<file path="src/rtl/cio_pkg.sv">
package cio_pkg;
  // Positions of the command bits inside io_sel (instruction bits 11..6)
  localparam int unsigned SEL_INP = 5;
  localparam int unsigned SEL_OUT = 4;
  localparam int unsigned SEL_SKI = 3;
  localparam int unsigned SEL_SKO = 2;
  localparam int unsigned SEL_ION = 1;
  localparam int unsigned SEL_IOF = 0;
  localparam int unsigned SEL_COUNT = 6;

  // Interrupt service steps, numbered as sequence-counter values
  typedef enum logic [1:0] {
    SVC_SAVE  = 2'd0,
    SVC_WRITE = 2'd1,
    SVC_JUMP  = 2'd2
  } svc_step_e;
endpackage

</file>
<file path="src/rtl/cio_decode.sv">
module cio_decode
  import cio_pkg::*;
#(
  parameter int unsigned SEL_W = SEL_COUNT
) (
  input  logic             io_exec,
  input  logic [SEL_W-1:0] io_sel,
  output logic [SEL_W-1:0] cmd
);
  // Each selector bit names one command; a command is live only during io_exec
  for (genvar i = 0; i < SEL_W; i++) begin : g_cmd
    assign cmd[i] = io_exec & io_sel[i];
  end
endmodule

</file>
<file path="src/rtl/cio_flags.sv">
module cio_flags #(
  parameter int unsigned CHAR_W = 8
) (
  input  logic              clk,
  input  logic              rst,
  input  logic [CHAR_W-1:0] dev_in_data,
  input  logic              dev_in_valid,
  input  logic              dev_out_ack,
  input  logic              cmd_inp,
  input  logic              cmd_out,
  input  logic [CHAR_W-1:0] acc_lo,
  output logic [CHAR_W-1:0] in_reg,
  output logic              in_flag,
  output logic [CHAR_W-1:0] out_reg,
  output logic              out_flag
);
  logic in_accept;
  logic out_accept;

  assign in_accept  = dev_in_valid & ~in_flag;
  assign out_accept = dev_out_ack & ~out_flag;

  always_ff @(posedge clk) begin
    if (rst) begin
      in_reg  <= '0;
      in_flag <= 1'b0;
    end else if (in_accept) begin
      in_reg  <= dev_in_data;
      in_flag <= 1'b1;
    end else if (cmd_inp) begin
      in_flag <= 1'b0;
    end
  end

  always_ff @(posedge clk) begin
    if (rst) begin
      out_reg  <= '0;
      out_flag <= 1'b1;
    end else if (cmd_out) begin
      out_reg  <= acc_lo;
      out_flag <= 1'b0;
    end else if (out_accept) begin
      out_flag <= 1'b1;
    end
  end


  in_cap_chk: assert property (@(posedge clk) disable iff (rst)
    $rose(in_flag) |-> (in_reg == $past(dev_in_data)));


  in_hold_chk: assert property (@(posedge clk) disable iff (rst)
    (in_flag && $past(in_flag)) |-> $stable(in_reg));


  out_fall_chk: assert property (@(posedge clk) disable iff (rst)
    $fell(out_flag) |-> $past(cmd_out));
endmodule

</file>
<file path="src/rtl/cio_irq.sv">
module cio_irq
  import cio_pkg::*;
#(
  parameter int unsigned ADDR_W    = 12,
  parameter int unsigned DATA_W    = 16,
  parameter int unsigned T_W       = 4,
  parameter int unsigned SAVE_ADDR = 0
) (
  input  logic              clk,
  input  logic              rst,
  input  logic [T_W-1:0]    t_state,
  input  logic              cmd_ion,
  input  logic              cmd_iof,
  input  logic              any_flag,
  input  logic [ADDR_W-1:0] pc_cur,
  output logic              ien,
  output logic              r_pend,
  output logic              fetch_hold,
  output logic              ar_clr,
  output logic              mem_we,
  output logic [ADDR_W-1:0] mem_addr,
  output logic [DATA_W-1:0] mem_wdata,
  output logic              pc_clr,
  output logic              pc_inc,
  output logic              seq_clr
);
  localparam logic [T_W-1:0] T_LAST_FETCH = T_W'(SVC_JUMP);
  localparam int unsigned    PAD_W        = DATA_W - ADDR_W;

  logic [ADDR_W-1:0] saved_pc;
  logic [2:0]        svc;
  logic              in_fetch;
  logic              raise;

  // One strobe per service step, indexed by the step value
  for (genvar s = 0; s < 3; s++) begin : g_step
    assign svc[s] = r_pend & (t_state == T_W'(s));
  end

  assign in_fetch = (t_state <= T_LAST_FETCH);
  assign raise    = ~in_fetch & ien & any_flag;

  always_ff @(posedge clk) begin
    if (rst) begin
      r_pend <= 1'b0;
    end else if (svc[SVC_JUMP]) begin
      r_pend <= 1'b0;
    end else if (raise) begin
      r_pend <= 1'b1;
    end
  end

  always_ff @(posedge clk) begin
    if (rst) begin
      ien <= 1'b0;
    end else if (svc[SVC_JUMP] || cmd_iof) begin
      ien <= 1'b0;
    end else if (cmd_ion) begin
      ien <= 1'b1;
    end
  end

  always_ff @(posedge clk) begin
    if (rst) begin
      saved_pc <= '0;
    end else if (svc[SVC_SAVE]) begin
      saved_pc <= pc_cur;
    end
  end

  assign fetch_hold = r_pend;
  assign ar_clr     = svc[SVC_SAVE];
  assign mem_we     = svc[SVC_WRITE];
  assign mem_addr   = ADDR_W'(SAVE_ADDR);
  assign mem_wdata  = {{PAD_W{1'b0}}, saved_pc};
  assign pc_clr     = svc[SVC_WRITE];
  assign pc_inc     = svc[SVC_JUMP];
  assign seq_clr    = svc[SVC_JUMP];


  pend_src_chk: assert property (@(posedge clk) disable iff (rst)
    $rose(r_pend) |-> ($past(ien) && ($past(t_state) > T_LAST_FETCH)));


  pend_clr_chk: assert property (@(posedge clk) disable iff (rst)
    $fell(r_pend) |-> !ien);


  save_word_chk: assert property (@(posedge clk) disable iff (rst)
    (mem_we && $past(ar_clr)) |-> (mem_wdata[ADDR_W-1:0] == $past(pc_cur)));
endmodule

</file>
<file path="src/rtl/cio_unit.sv">
module cio_unit
  import cio_pkg::*;
#(
  parameter int unsigned CHAR_W = 8,
  parameter int unsigned ADDR_W = 12,
  parameter int unsigned DATA_W = 16,
  parameter int unsigned T_W    = 4,
  parameter int unsigned SEL_W  = SEL_COUNT
) (
  input  logic              clk,
  input  logic              rst,
  input  logic [T_W-1:0]    t_state,
  input  logic              io_exec,
  input  logic [SEL_W-1:0]  io_sel,
  input  logic [CHAR_W-1:0] acc_lo,
  input  logic [ADDR_W-1:0] pc_cur,
  input  logic [CHAR_W-1:0] dev_in_data,
  input  logic              dev_in_valid,
  output logic [CHAR_W-1:0] dev_out_data,
  input  logic              dev_out_ack,
  output logic              in_ready,
  output logic              out_ready,
  output logic              acc_ld,
  output logic [CHAR_W-1:0] acc_ld_data,
  output logic              skip_req,
  output logic              irq_enabled,
  output logic              irq_pending,
  output logic              fetch_hold,
  output logic              ar_clr,
  output logic              mem_we,
  output logic [ADDR_W-1:0] mem_addr,
  output logic [DATA_W-1:0] mem_wdata,
  output logic              pc_clr,
  output logic              pc_inc,
  output logic              seq_clr
);
  logic [SEL_W-1:0]  cmd;
  logic [CHAR_W-1:0] in_reg;

  cio_decode #(.SEL_W(SEL_W)) u_dec (
    .io_exec (io_exec),
    .io_sel  (io_sel),
    .cmd     (cmd)
  );

  cio_flags #(.CHAR_W(CHAR_W)) u_flags (
    .clk          (clk),
    .rst          (rst),
    .dev_in_data  (dev_in_data),
    .dev_in_valid (dev_in_valid),
    .dev_out_ack  (dev_out_ack),
    .cmd_inp      (cmd[SEL_INP]),
    .cmd_out      (cmd[SEL_OUT]),
    .acc_lo       (acc_lo),
    .in_reg       (in_reg),
    .in_flag      (in_ready),
    .out_reg      (dev_out_data),
    .out_flag     (out_ready)
  );

  cio_irq #(
    .ADDR_W (ADDR_W),
    .DATA_W (DATA_W),
    .T_W    (T_W)
  ) u_irq (
    .clk        (clk),
    .rst        (rst),
    .t_state    (t_state),
    .cmd_ion    (cmd[SEL_ION]),
    .cmd_iof    (cmd[SEL_IOF]),
    .any_flag   (in_ready | out_ready),
    .pc_cur     (pc_cur),
    .ien        (irq_enabled),
    .r_pend     (irq_pending),
    .fetch_hold (fetch_hold),
    .ar_clr     (ar_clr),
    .mem_we     (mem_we),
    .mem_addr   (mem_addr),
    .mem_wdata  (mem_wdata),
    .pc_clr     (pc_clr),
    .pc_inc     (pc_inc),
    .seq_clr    (seq_clr)
  );

  assign acc_ld      = cmd[SEL_INP];
  assign acc_ld_data = in_reg;
  assign skip_req    = (cmd[SEL_SKI] & in_ready) | (cmd[SEL_SKO] & out_ready);


  inp_clr_chk: assert property (@(posedge clk) disable iff (rst)
    $fell(in_ready) |-> $past(acc_ld));


  skip_src_chk: assert property (@(posedge clk) disable iff (rst)
    skip_req |-> (in_ready || out_ready));
endmodule

</file>
<file path="config.mk">
export PLATFORM = sky130hd
export DESIGN_NAME = cio_unit
export DESIGN_NICKNAME = d
export VERILOG_FILES = /design/src/rtl/cio_pkg.sv /design/src/rtl/cio_decode.sv /design/src/rtl/cio_flags.sv /design/src/rtl/cio_irq.sv /design/src/rtl/cio_unit.sv
export SDC_FILE = /design/constraint.sdc
export NUM_CORES = 1
export LEC_CHECK = 0
export BUFFER_PORTS_ARGS = -buffer_cell sky130_fd_sc_hd__buf_2
export CAP_MARGIN = 20
export CORE_UTILIZATION = 40
export CTS_BUF_LIST = sky130_fd_sc_hd__clkbuf_8
export CTS_CLUSTER_DIAMETER = 80
export DETAILED_ROUTE_END_ITERATION = 8
export HOLD_SLACK_MARGIN = 0.1
export PLACE_DENSITY = 0.83
export SKIP_LAST_GASP = 1
export SLEW_MARGIN = 10
export SYNTH_ARGS = -nofsm -noshare
export SYNTH_HDL_FRONTEND = slang
export SYNTH_HIERARCHICAL = 1
export SYNTH_SLANG_ARGS = --single-unit
</file>
<file path="constraint.sdc">
create_clock -name clk -period 1.1 [get_ports clk]
set_clock_uncertainty 0.1 [all_clocks]
set_input_delay 0.11 -clock clk [delete_from_list [all_inputs] [get_ports clk]]
set_output_delay 0.11 -clock clk [all_outputs]
set_load 0.1 [all_outputs]
</file>
==> results by group, run 1 <==
Run status
  – Status: finished, violations left
  – Failing checks: negative setup slack

Setup path
  – Crit-path max FO: 4
  – Slowest Stage Delay on Critical Path: 350 ps
  – Crit path cell chain: and4b_4 > buf_12
  – Crit path kind: register to primary output
  – Crit path capture: mem_we
  – R2R depth: 3
  – Critical R2R Capture: u_irq/saved_pc[2]
  – Worst setup startpoint: u_irq/fetch_hold
  – Startpoint types: register
  – Crit path DAT: 1080 ps
  – CP max-delay cell: dfxtp_4
  – R2r setup slk: -70 ps
  – R2R Path Start: u_irq/fetch_hold
  – Critical Path RT: 890 ps
  – CP Capture Type: primary output

Global route
  – Initial antenna violation count: 0
  – Grt met3 use: 0.09201
  – First-pass GRT wire length: 7238 um
  – Vias in the first global route: 1554
  – GR Layer Usage met1: 0.2196
  – Largest net degree at the start of global routing: 53
  – Global routing usage on met2: 0.4472
  – Total GRT Usage: 0.2253
  – Gr ovfl total: 0
  – GRT busiest layer: met2

Die
  – Die area: 4293 um^2
  – Ports: 99
  – Die Wd: 65.52 um
  – Core ar.: 3771 um^2
  – DIE HEIGHT: 65.52 um
  – Rows: 22
  – Initial core utilization: 0.4280

Min path
  – Hold Path Class: primary input to register
  – Hold wc startpoint: io_sel[5]

Power and ir drop
  – Power Dens Cells: 1109 nW/um^2
  – Pleak: 1.322 nW
  – Maximum vdd drop: 917.6 uV

Logic synthesis
  – Mapped cell area: 1614 um^2
  – Sequential area share after synthesis: 0.3969
  – EDFF count, synth: 0
  – Seq cells post-synth: 32
  – Mapped Cells: 159
  – Syn. warnings: 6
  – Yosys cell types: 26
  – Avg Cell Area, Syn: 10.15 um^2
  – Ys flop type: dfxtp_1
  – Asr flop ratio synth: 0

Route
  – Detail-routed via count per cell: 4.524
  – DR vias: 1484
  – DRT antenna net count: 0
  – DRC errors left: 0
  – Drt first pass iters: 4
  – WL per Instance: 14.06 um
  – WL final: 4612 um
  – Initial DRC count: 85

Final layout
  – Antenna cell count: 0
  – Register Area: 688.2 um^2
  – Post-layout nets: 322
  – Leading cell types in the layout, fill and taps excluded: 42 x buf_2, 42 x buf_12, 32 x nand2b_1
  – Area of the multi-input gates: 845.8 um^2
  – Max FFs per register: 12
  – Non-Filler Instances: 328
  – Layout fillers: 199
  – Area grow syn2layout: 95.19%
  – Layout cells sized above 1: 0.5429

Run
  – Max-cap violations: 0

Clock tree
  – Clock root buffer: clkbuf_8
  – H-tree depth: 2
  – Reg clk slew, reported paths: 60 ps
  – # clock sinks: 32
  – CTS tree: built
  – Clock latency on the worst-skew pair: 270 ps
  – CTS Buf Count: 5
  – Clock Path Buffers: 2

Place
  – Placed cell count: 286
  – GP Congestion: 0.7600
  – Dpl hpwl: 2826 um
  – Port Buffers: 82

STA
  – Max Clk Rate: 777.9 MHz
  – Final Hold Fails: 0
  – Period utilization: 1.169
  – Final setup violation count: 24
  – Hold WS: 108.6 ps
  – Min Tclk post-route: 1285 ps
  – RSZ-0062 raised after global routing: yes
  – Final worst slack: -185.5 ps
  – Slew Viols, Final: 0
[cell usage after synthesis (2+ instances only)]
cell type	count	area share
and2_1	6	0.023
buf_4	20	0.093
buf_6	3	0.021
clkbuf_1	2	0.0047
dfxtp_1	32	0.40
mux2i_1	20	0.12
nand2b_1	32	0.12
nand4bb_1	8	0.056
nor2_1	12	0.028
o21ai_2	8	0.043
[per-layer routing]
metal,wire [um],up-vias,share of wire
met5,0,-,0
met4,0,0,0
met3,345,0,0.075
met2,2494,64,0.54
met1,1772,683,0.38
li1,-,737,-
[worst max-delay path, delay by kind of cell (launching register included)]
family                 cells  cell delay, ps
flip-flops                 1             350
AND/OR/NAND/NOR            1             270
buffers and inverters      1             180
[report_power, final]
group	total (mW)	switching, mW	internal (mW)	leakage, nW
Combinational	1.26	0.807	0.456	0.991
Sequential	1.26	0.0471	1.21	0.275
Clock	0.974	0.412	0.562	0.0557
Total	3.49	1.27	2.23	1.32
[stage by stage]
| step | setup WS [ps] | setup TNS (ps) | instance area, um^2 | power [mW] | utilization |
|---|---|---|---|---|---|
| after floorplan | -410.8 | -5664 | 1759 | 2.095 | - |
| after global placement | -90.09 | -630.2 | 2694 | 2.411 | 0.7143 |
| after detailed placement | -91.83 | -922.1 | 2694 | 2.428 | 0.7143 |
| after CTS | -209.2 | -3508 | 3126 | 3.482 | 0.8288 |
| after global routing | -229.7 | -2982 | 3151 | 3.629 | 0.8354 |
| final | -185.5 | -1881 | 3151 | 3.493 | 0.8354 |
[cells by family after synthesis]
| family | Yosys count | synth area share |
|---|---|---|
| AOI/OAI and AO/OA | 13 | 0.07132 |
| buffers and inverters | 27 | 0.1341 |
| DFF | 32 | 0.3969 |
| muxes | 20 | 0.1240 |
| other | 1 | 0.002323 |
| and+or+nand+nor | 66 | 0.2713 |
[how the worst min path moves through the flow]
stage	end	cells after the start
final	u_flags/in_flag	3
after CTS	u_irq/ien	3
after detailed placement	u_flags/out_reg[4]	3
after floorplan	u_flags/out_flag	2
after global routing	u_flags/in_flag	3
after global placement	u_flags/out_reg[6]	3
[repair_timing]
item | CTS | global route
pin swaps | 0 | 5
hold buffers | 29 | 1
resized for setup | 1 | 8
endpoints found under the setup margin | 8 | 33
setup buffers | 5 | 0
endpoints found under the hold margin | 30 | 1
[area by class of cell]
type                            instances  area share
Tap cell                               48     0.01906
Multi-Input combinational cell        115      0.2685
Timing Repair Buffer                  125      0.4623
Clock inverter                          1    0.001191
Sequential cell                        32      0.2184
Clock buffer                            7     0.03058
Power figures use the tool's default switching activity.
==> run 2: changes to the inputs <==
- CORE_UTILIZATION: 40 -> 39
- PLACE_DENSITY: 0.83 -> 0.84
- SYNTH_HIERARCHICAL: 1 -> default
==> run 2 against run 1 <==
  * The flow still finishes with violations (negative setup slack)
  * Synthesized cell count up 5.0%
  * Die area down 5.7%
  * Sequential power about the same
  * Critical path depth unchanged
  * Worst setup slack worse by 30 ps
  * Fmax down 2.3%
  * Non-clock buffer count up 8
  * Critical endpoint unchanged
==> results by group, run 2 <==
STA
  – RSZ-0062 raised after global routing: yes
  – Final Hold Fails: 0 (unchanged)
  – Slew Viols, Final: 0 (unchanged)
  – Min Tclk post-route: 1315 ps (+29.73 ps)
  – Final worst slack: -215.2 ps (-29.73 ps)
  – Max Clk Rate: 760.3 MHz (-2.3%)
  – Final setup violation count: 23 (-4.2%)
  – Period utilization: 1.196 (+0.02703)
  – Hold WS: 91.85 ps (-16.79 ps)
  – Setup_tns: -2375 ps (-494.0 ps)

Setup path
  – Critical R2R Capture: u_irq.saved_pc[5]
  – Crit-path max FO: 5 (+1)
  – Startpoint types: register
  – Crit path kind: register to primary output
  – Crit path DAT: 1110 ps (+30 ps)
  – R2R depth: 3 (unchanged)
  – CP Capture Type: primary output
  – Critical Path RT: 890 ps (about the same)
  – R2R Path Start: u_irq.fetch_hold
  – R2r setup slk: -100 ps (-30 ps)

Global route
  – Gr ovfl total: 0 (unchanged)
  – Initial antenna violation count: 0 (unchanged)
  – Total GRT Usage: 0.2293 (+0.004034)
  – First-pass GRT wire length: 7086 um (-2.1%)
  – Vias in the first global route: 1564 (+0.64%)
  – Largest net degree at the start of global routing: 29 (-45%)

Min path
  – Hold wc startpoint: io_sel[5]
  – Hold Path Class: primary input to register
  – Worst Hold Path EP: u_flags.in_flag
  – WHS Path Cells: 3 (unchanged)

Final layout
  – Fin area: 3108 um^2 (-1.4%)
  – Layout cells sized above 1: 0.5238 (-0.01905)
  – Post-layout nets: 336 (+4.3%)
  – Area grow syn2layout: 109.8%
  – Leading cell types in the layout, fill and taps excluded: 42 x buf_2, 40 x buf_12, 36 x dlygate4sd3_1
  – Antenna cell count: 0 (unchanged)
  – Commonest non-fill, non-tap cell in the layout: buf_2
  – Max FFs per register: 12 (unchanged)

Clock tree
  – # clock sinks: 32 (unchanged)
  – Reg clk slew, reported paths: 60 ps (about the same)
  – Clock latency on the worst-skew pair: 280 ps (about the same)
  – CTS tree: built
  – Clock root buffer: clkbuf_8
  – Clock Path Buffers: 2 (unchanged)
  – H-tree depth: 2 (unchanged)
  – CTS Buf Count: 5 (unchanged)

Route
  – Initial DRC count: 56 (-34%)
  – WL per Instance: 13.55 um (-3.6%)
  – DRT antenna net count: 0 (unchanged)
  – Detail-routed via count per cell: 4.605 (+1.8%)
  – DR vias: 1575 (+6.1%)
  – Drt first pass iters: 4 (unchanged)
  – WL final: 4635 um (+0.50%)
  – DRC errors left: 0 (unchanged)

Power and ir drop
  – Maximum vdd drop: 847.0 uV (-7.7%)
  – Pleak: 1.303 nW (-1.5%)
  – Power Dens Cells: 1088 nW/um^2 (-1.8%)

Die
  – Ports: 99 (unchanged)
  – DIE HEIGHT: 63.63 um (-2.9%)
  – Die area: 4049 um^2 (-5.7%)
  – Core ar.: 3661 um^2 (-2.9%)
  – Rows: 22 (unchanged)
  – Die Wd: 63.63 um (-2.9%)
  – Initial core utilization: 0.4046 (-0.02335)

Place
  – Port Buffers: 82 (unchanged)
  – DP Area: 2565 um^2 (-4.8%)
  – Dpl hpwl: 2956 um (+4.6%)
  – GP Congestion: 0.7220 (-5.0%)

Logic synthesis
  – Sequential area share after synthesis: 0.4324 (+0.03553)
  – Avg Cell Area, Syn: 8.871 um^2 (-13%)
  – EDFF count, synth: 0 (unchanged)
  – Seq cells post-synth: 32 (unchanged)
  – Mapped cell area: 1481 um^2 (-8.2%)
  – Leading area contributor after synthesis: dfxtp_1
  – Syn. warnings: 0 (-6)
  – Yosys cell types: 28 (+7.7%)
  – Post-synth top cells: 32 x dfxtp_1, 26 x nand2b_1, 25 x nand2_1, 19 x buf_4, 18 x a21oi_1
  – Asr flop ratio synth: 0 (unchanged)
  – Mapped Cells: 167 (+5.0%)
  – Main area contributors after synthesis: dfxtp_1 43%, nand2b_1 11%, buf_4 9.6%, mux2i_1 8.1%, nand2_1 6.3%
  – Most numerous cell in the Yosys netlist: dfxtp_1
  – Ys flop type: dfxtp_1
  – Post-synth top area share: 0.4324 (+0.03553)

Run status
  – Failing checks: negative setup slack
  – Status: finished, violations left

Run
  – Max-cap violations: 0 (unchanged)
-- run 2: changes by cell type after synthesis, moves of 2 or more --
cell | before | now
a21oi_1 | 0 | 18
and2_1 | 6 | 1
buf_2 | 1 | 3
buf_6 | 3 | 1
mux2i_1 | 20 | 12
nand2_1 | 0 | 25
nand2b_1 | 32 | 26
nand3_1 | 0 | 8
nand4bb_1 | 8 | 0
nor2_1 | 12 | 2
nor2b_1 | 0 | 2
o21ai_2 | 8 | 0
-- run 2: logic make-up (layout without fill, tap and decap cells) --
logic type | Yosys count | in the layout | synth area share
AOI/OAI and AO/OA | 24 | 24 | 0.09629
buffers and inverters | 29 | 141 | 0.1410
DFF | 32 | 32 | 0.4324
muxes | 12 | 12 | 0.08108
other | 1 | 16 | 0.002531
and+or+nand+nor | 69 | 69 | 0.2466
-- run 2: per-layer routing --
metal / global-route usage / wire [um] / up-vias
li1: - / - / 768
met1: 0.2351 / 1677 / 729
met2: 0.4242 / 2616 / 65
met3: 0.06341 / 204 / 13
met4: 0.1051 / 137 / 0
met5: 0 / 0 / -
-- run 2: how the worst max path moves through the flow --
| stage | depth (start not counted) | to | start | slack [ps] |
|---|---|---|---|---|
| after floorplan | 2 | pc_clr | u_irq.fetch_hold | -410 |
| after global placement | 5 | ar_clr | t_state[0] | -80 |
| after detailed placement | 5 | u_irq.saved_pc[10] | t_state[0] | -150 |
| after CTS | 3 | ar_clr | u_irq.fetch_hold | -260 |
| after global routing | 2 | mem_we | u_irq.fetch_hold | -250 |
| final | 2 | mem_we | u_irq.fetch_hold | -220 |
-- run 2: worst max-delay path, cell delays in order, from the launching register on --
cell,delay [ps]
dfxtp_4,370
and4b_4,270
buf_12,180
-- run 2: power by group --
group,internal [mW],switching (mW),leakage [nW]
Clock,0.498,0.413,0.0510
Sequential,1.21,0.0463,0.275
Combinational,0.433,0.786,0.976
Total,2.14,1.25,1.30
-- run 2: area by class of cell --
| class | instances | area, um^2 |
|---|---|---|
| Clock buffer | 6 | 82.58 |
| Clock inverter | 2 | 10.01 |
| Fill cell | 187 | 553.0 |
| Multi-Input combinational cell | 121 | 760.7 |
| Sequential cell | 32 | 688.2 |
| Tap cell | 48 | 60.06 |
| Timing Repair Buffer | 133 | 1506 |
-- run 2: timing repair --
action / in CTS / in global routing
pin swaps: 1 / 9
endpoints found under the hold margin: 31 / 2
setup endpoints to repair: 20 / 39
hold buffers: 34 / 3
gates resized for setup: 3 / 15
setup buffers: 4 / 2
-- run 2: stage by stage --
stage / power, mW / setup WS [ps] / cells / util
global route: 3.525 / -251.5 / 342 / 0.8489
CTS: 3.356 / -257.2 / 340 / 0.8298
detailed placement: 2.346 / -150.7 / 294 / 0.7006
finish: 3.383 / -215.2 / 342 / 0.8489
global placement: 2.329 / -84.81 / 294 / 0.7006
floorplan: 2.040 / -410.8 / 182 / -
